### config.mk
export PLATFORM = sky130hd
export DESIGN_NAME = delay_trigger_timer
export DESIGN_NICKNAME = d
export VERILOG_FILES = /design/src/rtl/delay_trigger_timer.sv
export SDC_FILE = /design/constraint.sdc
export NUM_CORES = 1
export LEC_CHECK = 0
export BUFFER_PORTS_ARGS = -buffer_cell sky130_fd_sc_hd__buf_2
export CAP_MARGIN = 20
export CORE_MARGIN = 4
export CORE_UTILIZATION = 62
export CTS_CLUSTER_DIAMETER = 80
export DETAILED_ROUTE_END_ITERATION = 7
export PLACE_DENSITY = 0.81
export SLEW_MARGIN = 40
export SYNTH_ARGS = -nofsm -noshare
export SYNTH_HDL_FRONTEND = slang
export SYNTH_SLANG_ARGS = --single-unit
### constraint.sdc
create_clock -name clk -period 3.3 [get_ports clk]
set_clock_uncertainty 0.2 [all_clocks]
set_input_delay 0.33 -clock clk [delete_from_list [all_inputs] [get_ports clk]]
set_output_delay 0.33 -clock clk [all_outputs]
set_load 0.01 [all_outputs]
### src/rtl/delay_trigger_timer.sv
module delay_trigger_timer (
  input  logic        clk,
  input  logic        rst_n,
  input  logic        wr_en,
  input  logic [1:0]  wr_sel,
  input  logic [1:0]  wr_mode,
  input  logic [31:0] wr_data,
  input  logic        tick,
  output logic [7:0]  slot_trig,
  output logic [3:0]  kick_state
);
  localparam int NCH    = 4;
  localparam int DLY_W  = 11;
  localparam int LOOP_W = 5;
  localparam int KICK_B = 20;
  localparam int LOOP_L = 11;
  localparam int CHN_L  = 16;
  localparam int SLOT_L = 24;

  logic [31:0]      word  [NCH];
  logic [DLY_W-1:0] cnt   [NCH];
  logic [NCH-1:0]   wr_hit, expire, last_exp, chain_go;
  logic [31:0]      new_word;
  logic [7:0]       slot_nxt;

  always_comb begin
    unique case (wr_mode)
      2'd0:    new_word = wr_data;
      2'd1:    new_word = word[wr_sel] | wr_data;
      2'd2:    new_word = word[wr_sel] & ~wr_data;
      default: new_word = word[wr_sel];
    endcase
  end

  always_comb begin
    chain_go = '0;
    slot_nxt = '0;
    for (int i = 0; i < NCH; i++) begin
      wr_hit[i]   = wr_en && (wr_sel == 2'(i));
      expire[i]   = tick && word[i][KICK_B] && !wr_hit[i] && (cnt[i] <= DLY_W'(1));
      last_exp[i] = expire[i] && (word[i][LOOP_L +: LOOP_W] == '0);
      if (last_exp[i]) chain_go = chain_go | word[i][CHN_L +: NCH];
      if (expire[i])   slot_nxt = slot_nxt | word[i][SLOT_L +: 8];
    end
  end

  always_ff @(posedge clk or negedge rst_n) begin
    if (!rst_n) begin
      slot_trig <= '0;
      for (int i = 0; i < NCH; i++) begin
        word[i] <= '0;
        cnt[i]  <= '0;
      end
    end else begin
      slot_trig <= slot_nxt;
      for (int i = 0; i < NCH; i++) begin
        if (wr_hit[i]) begin
          word[i] <= new_word;
          if (new_word[KICK_B] && !word[i][KICK_B]) cnt[i] <= new_word[DLY_W-1:0];
        end else begin
          if (expire[i]) begin
            if (!last_exp[i]) begin
              word[i][LOOP_L +: LOOP_W] <= word[i][LOOP_L +: LOOP_W] - 1'b1;
              cnt[i] <= word[i][DLY_W-1:0];
            end else begin
              word[i][KICK_B] <= 1'b0;
            end
          end else if (tick && word[i][KICK_B]) begin
            cnt[i] <= cnt[i] - 1'b1;
          end
          if (chain_go[i]) begin
            word[i][KICK_B] <= 1'b1;
            cnt[i] <= word[i][DLY_W-1:0];
          end
        end
      end
    end
  end

  always_comb
    for (int i = 0; i < NCH; i++) kick_state[i] = word[i][KICK_B];

  AST_TRIG_AFTER_TICK: assert property (@(posedge clk) disable iff (!rst_n)
    (slot_trig != 8'h00) |-> $past(tick));
  AST_TRIG_NEEDS_RUN: assert property (@(posedge clk) disable iff (!rst_n)
    $past(kick_state == 4'b0000) |-> (slot_trig == 8'h00));
  AST_START_CAUSE: assert property (@(posedge clk) disable iff (!rst_n)
    ((kick_state & ~$past(kick_state)) != 4'b0000) |-> $past(wr_en || tick));
  AST_ZERO_STOPS: assert property (@(posedge clk) disable iff (!rst_n)
    $past(wr_en && wr_mode == 2'd0 && wr_data == 32'd0)
      |-> ((kick_state & (4'b0001 << $past(wr_sel))) == 4'b0000));
  AST_NOOP_HOLD: assert property (@(posedge clk) disable iff (!rst_n)
    $past(wr_en && wr_mode == 2'd3 && !tick) |-> (kick_state == $past(kick_state)));
endmodule

==> flow_summary.toml, run 1 <==
[hold_path]
min_from = "wr_data[29]"
hp-class = "in2reg"
hold_depth = 3

[logic_synthesis]
syn_area_um2 = 9706
synth_seq_cells = 168
yosys-top-cells-area = "dfrtp_1 (43%), nand2_1 (7.3%), mux4_2 (6.7%), o21ai_0 (4.9%), nor2_1 (3.8%)"
synth.top_cell.area_share_pct = 43.32
post-synth-top-area-cell = "dfrtp_1"
synth_edf_count = 0
yosysSeqAreaShare_pct = 43.32
synth_flop_cell = "dfrtp_1"
ys_types = 74
synth_async_sr_flop_share_pct = 100.0
synthesis.nets = 1107
synthTopCellsByCount = "nand2_1 (188), dfrtp_1 (168), nor2_1 (97)"
avgSynthCellArea_um2 = 9.208
netlist_instances = 1054
yosys_warnings = 0
yosysMostFrequentCell = "nand2_1"

[detailed_routing]
ant_nets = 0
via_count = 8644
dr.pass1.iters = 8
drt_iter0_drc = 1153
drc_errors = 1
vias_per_cell = 6.504
wl_per_cell_um = 20.21
drt-total-wl_um = 26860

[sta]
fin_crit_ns = 3.096
fin_crit_sh_pct = 93.83
tightestPinTransition_ns = 0.7638
slew_violations = 0
fmax_mhz = 323.0
setup_viol = 0
rsz0062_at_grt = "no"
setup_tns_ns = 0
hold_violations = 0
relSlewSlack_pct = 48.91
fin_ws_ns = 0.2037

[floorplanning]
initial_core_util_pct = 63.61
core-area_um2 = 15260
die_w_um = 133.1
die_y_um = 133.1
pin_count = 52
rows = 45
die-area_um2 = 17720

[cells_and_area]
antenna_cells = 0
final_net_count = 1159
area_delta_synth_final_pct = 13.30
drive_above_1_share_pct = 16.64
fill_cells = 1099

[worst_setup_path]
cp-start-kind = "flip-flop"
reg2reg_depth = 8
worst_path_max_delay_cell = "nor3_1"
worstPathArrival_ns = 3.21
critPathMaxFanout = 13
crit_type = "reg2reg"
endpoint_kind = "flip-flop"
r2r-start = "cnt[39]"
required_ns = 3.41
crit_path_start = "cnt[39]"
cp_cell_sequence = "nor3_1, o2111ai_4, nor3_2, a2111o_1, a211o_1, buf_4, o21ai_1, a32o_1"
max_stage_delay_ns = 0.47

[clocking]
cts.clk_slew.worst_paths_ns = 0.06
cts_max_path_buffers = 2
clock_latency_ns = 0.43
cts_buffers = 17
htreeDepth = 4
numClockSinks = 168
cts_tree = "yes"
cts_root_buffer = "clkbuf_16"

[grt]
grt_antenna_before_repair = 0
grt_overflow_total = 0
grt_pass1_wl_um = 42970
grt_usage_pct = 30.58
grt_max_degree = 74
grt_pass1_vias = 8099

[placed_design]
place_ws_ns = 0.1200
io_buffers = 48
place_congestion = 0.9859
dpl.hpwl_um = 19110

[pwr]
ir_drop_mv = 0.5240
leakage_nw = 4.808
power_density_nw_per_um2 = 691.7

[outcome]
failed_checks = "design-rule violations"
outcome = "complete, but fails checks"

[flow_run]
drv_cap = 0
cell type report:
class                   count  area, um^2  area share (%)
flip-flops and latches    168        4204           38.23
inverters                  25       93.84          0.8533
clock inverters            11       125.1           1.138
well taps                 211       264.0           2.401
clock buffers              20       446.7           4.062
repair buffers            105       714.4           6.497
multi-input cells         789        5149           46.82
final timing paths:
check	endpoint	slack, ns
worst max-delay path	cnt[17]	0.20
worst min-delay path	word[125]	0.09
worst max register to register	cnt[17]	0.20
worst min register to register	word[57]	0.30
max in group asynchronous	cnt[13]	1.85
min in group asynchronous	slot_trig[1]	0.30
cell usage in the layout (no fill, tap or decap), types with 7 or more instances in the layout:
cell	count
nand2_1	188
dfrtp_1	168
nor2_1	97
o21ai_0	94
buf_4	53
buf_2	47
nor3_1	34
mux4_2	29
o21bai_1	29
a21oi_1	26
inv_1	24
a22oi_1	24
a31oi_1	20
nand3_1	19
clkbuf_16	17
a22o_1	15
xor2_1	15
o211ai_1	13
ha_1	13
xnor2_1	11
a222oi_1	9
nor4_1	8
a32o_1	8
o221ai_1	8
nor3b_1	7
o21ai_1	7
mux2i_1	7
sequential cells by signal, indices dropped and copies added (netlist names):
name / cells
slot_trig: 8
kick_state: 4
cnt: 44
word: 112
critical path: cells and delay by family, from the launching register on:
kind	cells	cell delay (ns)
AOI/OAI and AO/OA	5	1.27
buffers and inverters	1	0.26
and+or+nand+nor	2	0.82
DFF	1	0.42
what timing repair did:
action | in CTS | in global routing
hold endpoints to repair | 69 | 0
hold buffers | 1 | 0
resized for setup | 0 | 4
setup endpoints to repair | 0 | 11
buffers inserted | 0 | 1
logic make-up after synthesis:
| group | Yosys count | synth area share, % |
|---|---|---|
| buffers and inverters | 97 | 4.241 |
| flip-flops | 168 | 43.32 |
| AND/OR/NAND/NOR | 409 | 19.45 |
| XOR/XNOR | 26 | 2.346 |
| multiplexers | 42 | 8.147 |
| AO/OA/AOI/OAI | 299 | 20.82 |
| adder cells (fa/ha/maj) | 13 | 1.676 |
per-layer routing:
metal  global-route usage (%)  up-vias  routed length (um)
li1                         -     3958                   -
met1                    44.00     4179               11140
met2                    46.64      447               12430
met3                    7.364       60                2630
met4                    9.200        0                 656
met5                        0        -                   0
through the flow:
| stage | power, W | cells | cell area [um^2] | hold slack, ns | util [%] |
|---|---|---|---|---|---|
| after floorplan | 0.004848 | 1054 | 9706 | -0.1656 | - |
| after CTS | 0.007558 | 1328 | 10960 | 0.07802 | 71.82 |
| after global routing | 0.008047 | 1329 | 11000 | 0.1069 | 72.07 |
| final | 0.007606 | 1329 | 11000 | 0.09146 | 72.07 |
| after global placement | 0.005475 | 1296 | 10370 | 0.1945 | 67.96 |
| after detailed placement | 0.005581 | 1296 | 10380 | 0.1971 | 68.01 |
where the power goes:
part	total, W	switching (W)	internal [W]
sequential	0.00340	0.000741	0.00266
combinational	0.00225	0.00116	0.00108
clock	0.00196	0.000833	0.00113
total	0.00761	0.00274	0.00487
Power figures use the tool's default switching activity.
==> run 2: changes to the inputs <==
- PLACE_DENSITY: 0.81 -> not set
- PLACE_DENSITY_LB_ADDON: not set -> 0.1
==> run 2 against run 1 <==
The flow now finishes without violations. Fmax down 0.44%. Combinational power is 3% lower. Worst hold slack worse by 0.014 ns. Sequential power about the same. Sequential share of layout area shrank 0.14 points. Wire length decreased by 1.7%. Non-clock buffer count stayed put. Register-to-register slack about the same. Total power is 1.2% higher. Flip-flop and latch count unchanged. Global-route usage down 0.12 points. Final cell count about the same. Largest cell class unchanged.
==> flow_summary.toml, run 2 (synthesized netlist as in run 1, its figures left out) <==
[outcome]
outcome = "finished, final reports clean"

[floorplanning]
rows = 45
initial_core_util_pct = 63.61
pin_count = 52
die_w_um = 133.1
die_y_um = 133.1
die-area_um2 = 17720
core-area_um2 = 15260

[sta]
tightestPinTransition_ns = 0.8664
fin_ws_ns = 0.1899
fin_crit_ns = 3.110
slew_violations = 0
setup_viol = 0
hold_violations = 0
relSlewSlack_pct = 41.63
fmax_mhz = 321.5
fin_crit_sh_pct = 94.25

[pwr]
clock_power_share_pct = 27.4
leakage_nw = 4.851
p_sw_share_pct = 35.51
power_switching_w = 0.002734
ir_drop_mv = 0.4604
p_seq_share_pct = 44.1
p_int_w = 0.004965
pwr-share-comb_pct = 28.5
power_density_nw_per_um2 = 697.4

[grt]
grt_max_degree = 92
grt_overflow_total = 0
grt_antenna_before_repair = 0
grt_pass1_wl_um = 42740
grt_pass1_vias = 8053
grt_usage_pct = 30.45

[cells_and_area]
stdcell_count = 1330
utilization_pct = 72.34
regMostFlops = "word"
final_net_count = 1159
final_common_cell = "nand2_1"
multiInputGateArea_um2 = 5126
regArea_um2 = 4204
antenna_cells = 0
area_delta_synth_final_pct = 13.73
fill_cells = 1137
largestRegisters = "word: 112 flops, cnt: 44 flops, slot_trig: 8 flops"
layout_common_cells = "nand2_1 (188), dfrtp_1 (168), nor2_1 (97)"
largest_register_ffs = 112
final_area_um2 = 11040
drive_above_1_share_pct = 16.80

[detailed_routing]
drt-total-wl_um = 26410
wl_per_cell_um = 19.86
dr.pass1.iters = 6
via_count = 8565
ant_nets = 0
drc_errors = 0
vias_per_cell = 6.440
drt_iter0_drc = 904

[worst_setup_path]
critPathMaxFanout = 15
crit_path_start = "cnt[36]"
reg2reg_depth = 8
crit_path_end = "cnt[11]"
crit_type = "reg2reg"
worstPathArrival_ns = 3.22
reg2reg_slack_ns = 0.19
endpoint_kind = "flip-flop"
reg2reg_to = "cnt[11]"
r2r-start = "cnt[36]"
required_ns = 3.41
cp-start-kind = "flip-flop"

[placed_design]
io_buffers = 48
place_area_um2 = 10380
place_ws_ns = 0.1857
dp.cells = 1295
dpl.hpwl_um = 18660
place_congestion = 0.9124

[hold_path]
min_from = "wr_data[25]"
hp-class = "in2reg"

[clocking]
cts_buffers = 17
cts_tree = "yes"
numClockSinks = 168
clock_latency_ns = 0.43
cts.clk_slew.worst_paths_ns = 0.07
htreeDepth = 4
cts_root_buffer = "clkbuf_16"
cts_max_path_buffers = 2

[flow_run]
drv_cap = 0
run 2: cell types whose count changed in the layout (fill, tap and decap cells not counted), moves of 2 or more:
cell        change
clkbuf_1        -2
clkbuf_8        +2
clkinvlp_4      -3
clkinv_4        +2
inv_6           +2
run 2: power groups by stage:
stage	Combinational, W	Sequential (W)	Clock (W)
final	0.00219	0.00340	0.00211
after global routing	0.00248	0.00347	0.00222
after CTS	0.00218	0.00336	0.00212
after detailed placement	0.00216	0.00339	0
after global placement	0.00211	0.00337	0
after floorplan	0.00170	0.00315	0
run 2: metrics by stage:
step	hold WS [ns]	setup TNS, ns	total power, W
floorplan	-0.1656	0	0.004848
global placement	0.2671	0	0.005477
detailed placement	0.2642	0	0.005550
CTS	0.07993	0	0.007661
global route	0.1066	-0.1145	0.008170
finish	0.07761	0	0.007698
run 2: how the worst min path moves through the flow:
stage	slack [ns]	to	depth (start not counted)
floorplan	-0.17	cnt[0]	0
global placement	0.27	word[89]	1
detailed placement	0.26	slot_trig[1]	1
CTS	0.08	word[25]	3
global route	0.11	word[94]	3
finish	0.08	word[89]	3
run 2: area by class of cell:
type,instances,share of cell area [%]
tap,211,2.392
timing repair buffer,105,6.608
clock inverter,13,1.519
sequential,168,38.09
multi-input combinational,789,46.44
clock buffer,19,4.103
inverter,25,0.8501
run 2: layer usage:
metal  routed length [um]  GRT usage (%)  vias to the layer above
met3                 2589          9.139                       35
met5                    0              0                        -
met1                11660          45.09                     4181
met4                  413          7.771                        0
li1                     -              -                     3956
met2                11750          44.36                      393
run 2: critical path: stages, from the launching register on:
cell	delay (ns)
dfrtp_1	0.45
nor3_1	0.46
o2111ai_2	0.35
nor3_1	0.47
a2111o_1	0.23
a211o_1	0.34
buf_12	0.18
a21boi_0	0.21
nor3_1	0.08
run 2: what timing repair did:
item,CTS,global route
hold buffers,1,0
gates resized for setup,0,1
endpoints found under the setup margin,0,20
hold endpoints to repair,88,0
buffers inserted,0,2
==> run 3: changes to the inputs <==
- CORE_ASPECT_RATIO: not set -> 1.75
- GPL_TIMING_DRIVEN: not set -> 0
- SKIP_LAST_GASP: not set -> 1
==> run 3 against run 2 <==
The run now ends with design-rule violations left. Die area is 0.45% higher. Worst hold slack better by 0.019 ns. Design area is 0.13% lower. Largest power group unchanged. Total power is 2.5% higher. Sequential share of layout area hardly changed. Largest cell class unchanged. Critical endpoint is now cnt[38]. Non-clock buffer count is 19 higher. Register-to-register slack worse by 0.09 ns. Highest routed layer unchanged. Global-route usage is 7.4 points higher.
==> flow_summary.toml, run 3 (synthesized netlist as in run 1, its figures left out) <==
[grt]
grt_pass1_vias = 9128
grt_usage_pct = 37.81
grt_antenna_before_repair = 0
grt_max_degree = 62
grt_overflow_total = 0
grt_pass1_wl_um = 50670

[detailed_routing]
dr.pass1.iters = 8
via_count = 9097
wl_per_cell_um = 24.50
drt-total-wl_um = 32440
vias_per_cell = 6.871
drt_iter0_drc = 850
ant_nets = 0
drc_errors = 3

[worst_setup_path]
reg2reg_slack_ns = 0.10
crit_type = "reg2reg"
crit_path_start = "cnt[14]"
critPathMaxFanout = 10
worstPathArrival_ns = 3.32
required_ns = 3.42
reg2reg_to = "cnt[38]"
r2r-start = "cnt[14]"
reg2reg_depth = 8
endpoint_kind = "flip-flop"
crit_path_end = "cnt[38]"
cp-start-kind = "flip-flop"

[cells_and_area]
antenna_cells = 0
area_delta_synth_final_pct = 13.59
layout_common_cells = "nand2_1 (188), dfrtp_1 (168), nor2_1 (97)"
regMostFlops = "word"
largestRegisters = "word: 112 flops, cnt: 44 flops, slot_trig: 8 flops"
final_area_um2 = 11020
largest_register_ffs = 112
utilization_pct = 71.63
drive_above_1_share_pct = 14.50
final_net_count = 1178
final_common_cell = "nand2_1"

[hold_path]
hp-class = "in2reg"
min_from = "wr_data[27]"

[clocking]
clock_latency_ns = 0.43
htreeDepth = 4
cts_root_buffer = "clkbuf_16"
numClockSinks = 168
cts.clk_slew.worst_paths_ns = 0.07
cts_tree = "yes"
cts_buffers = 17
cts_max_path_buffers = 2

[pwr]
clock_power_share_pct = 27.6
leakage_nw = 4.778
pwr-share-comb_pct = 28.9
p_seq_share_pct = 43.5
power_density_nw_per_um2 = 715.6
power_switching_w = 0.002937
total_power_w = 0.007889
p_int_w = 0.004952
p_sw_share_pct = 37.23
ir_drop_mv = 0.3516

[placed_design]
place_congestion = 1.029
dpl.hpwl_um = 23670
place_area_um2 = 10240
io_buffers = 44

[outcome]
failed_checks = "design-rule violations"
outcome = "complete, but fails checks"

[floorplanning]
pin_count = 52
die-area_um2 = 17800
core-area_um2 = 15390
die_y_um = 173.5
initial_core_util_pct = 63.07
die_w_um = 102.6
rows = 60

[flow_run]
drv_cap = 0

[sta]
slew_violations = 0
fmax_mhz = 312.6
rsz0062_at_grt = "yes"
fin_crit_ns = 3.199
setup_viol = 0
fin_crit_sh_pct = 96.93
hold_violations = 0
relSlewSlack_pct = 36.20
tightestPinTransition_ns = 0.9570
==> run 3: final cells by class <==
| type | count | area, um^2 |
|---|---|---|
| flip-flops and latches | 168 | 4204 |
| clock buffers | 19 | 442.9 |
| repair buffers | 52 | 330.3 |
| clock inverters | 13 | 182.7 |
| plain buffers | 72 | 327.8 |
| inverters | 25 | 93.84 |
| well taps | 186 | 232.7 |
| fillers | 1189 | 4365 |
| multi-input cells | 789 | 5210 |
==> run 3: worst min path at each step <==
stage / depth (start not counted) / slack, ns / endpoint
after global placement: 1 / 0.28 / cnt[21]
after detailed placement: 1 / 0.07 / cnt[33]
final: 3 / 0.1 / word[91]
after floorplan: 0 / -0.17 / cnt[0]
after global routing: 3 / 0.12 / word[16]
after CTS: 3 / 0.09 / word[91]
==> run 3: repair_timing <==
action,in CTS,in global routing
buffers inserted,2,1
gates cloned,0,0
hold buffers,1,0
pin swaps,1,1
endpoints found under the hold margin,53,0
setup endpoints to repair,42,45
gates resized for setup,11,21
==> run 3: worst max-delay path: stages (launching register included) <==
cell and delay [ns]:
dfrtp_1 0.48, nor4_4 0.40, nand2_1 0.29, nor4_2 0.57
nor4_1 0.18, a21oi_2 0.30, clkbuf_2 0.27, o21ai_0 0.12
a22o_1 0.27
==> run 3: power by group through the flow <==
stage	clock network, W	registers [W]	logic, W
after floorplan	0	0.00315	0.00170
after global placement	0	0.00339	0.00212
after detailed placement	0	0.00342	0.00220
after CTS	0.00217	0.00339	0.00223
after global routing	0.00226	0.00349	0.00255
final	0.00218	0.00343	0.00228
==> run 3: stage by stage <==
step / hold slack, ns / std cells / setup TNS [ns] / setup slack [ns]
2_1_floorplan: -0.1656 / 1054 / 0 / 0.5189
3_3_place_gp: 0.2759 / 1284 / -157.47 / -0.9166
3_5_place_dp: 0.06855 / 1288 / -7.173 / -0.4573
4_1_cts: 0.09317 / 1323 / -0.02450 / -0.02450
5_1_grt: 0.1205 / 1324 / -0.06096 / -0.04763
6_report: 0.09679 / 1324 / 0 / 0.1014
==> run 3: routing by layer <==
metal,up-vias,global-route usage [%],wire length [um]
met1,4354,43.77,11010
li1,4003,-,-
met3,176,7.612,2837
met4,0,28.63,2994
met2,564,60.03,15590
met5,-,0,0
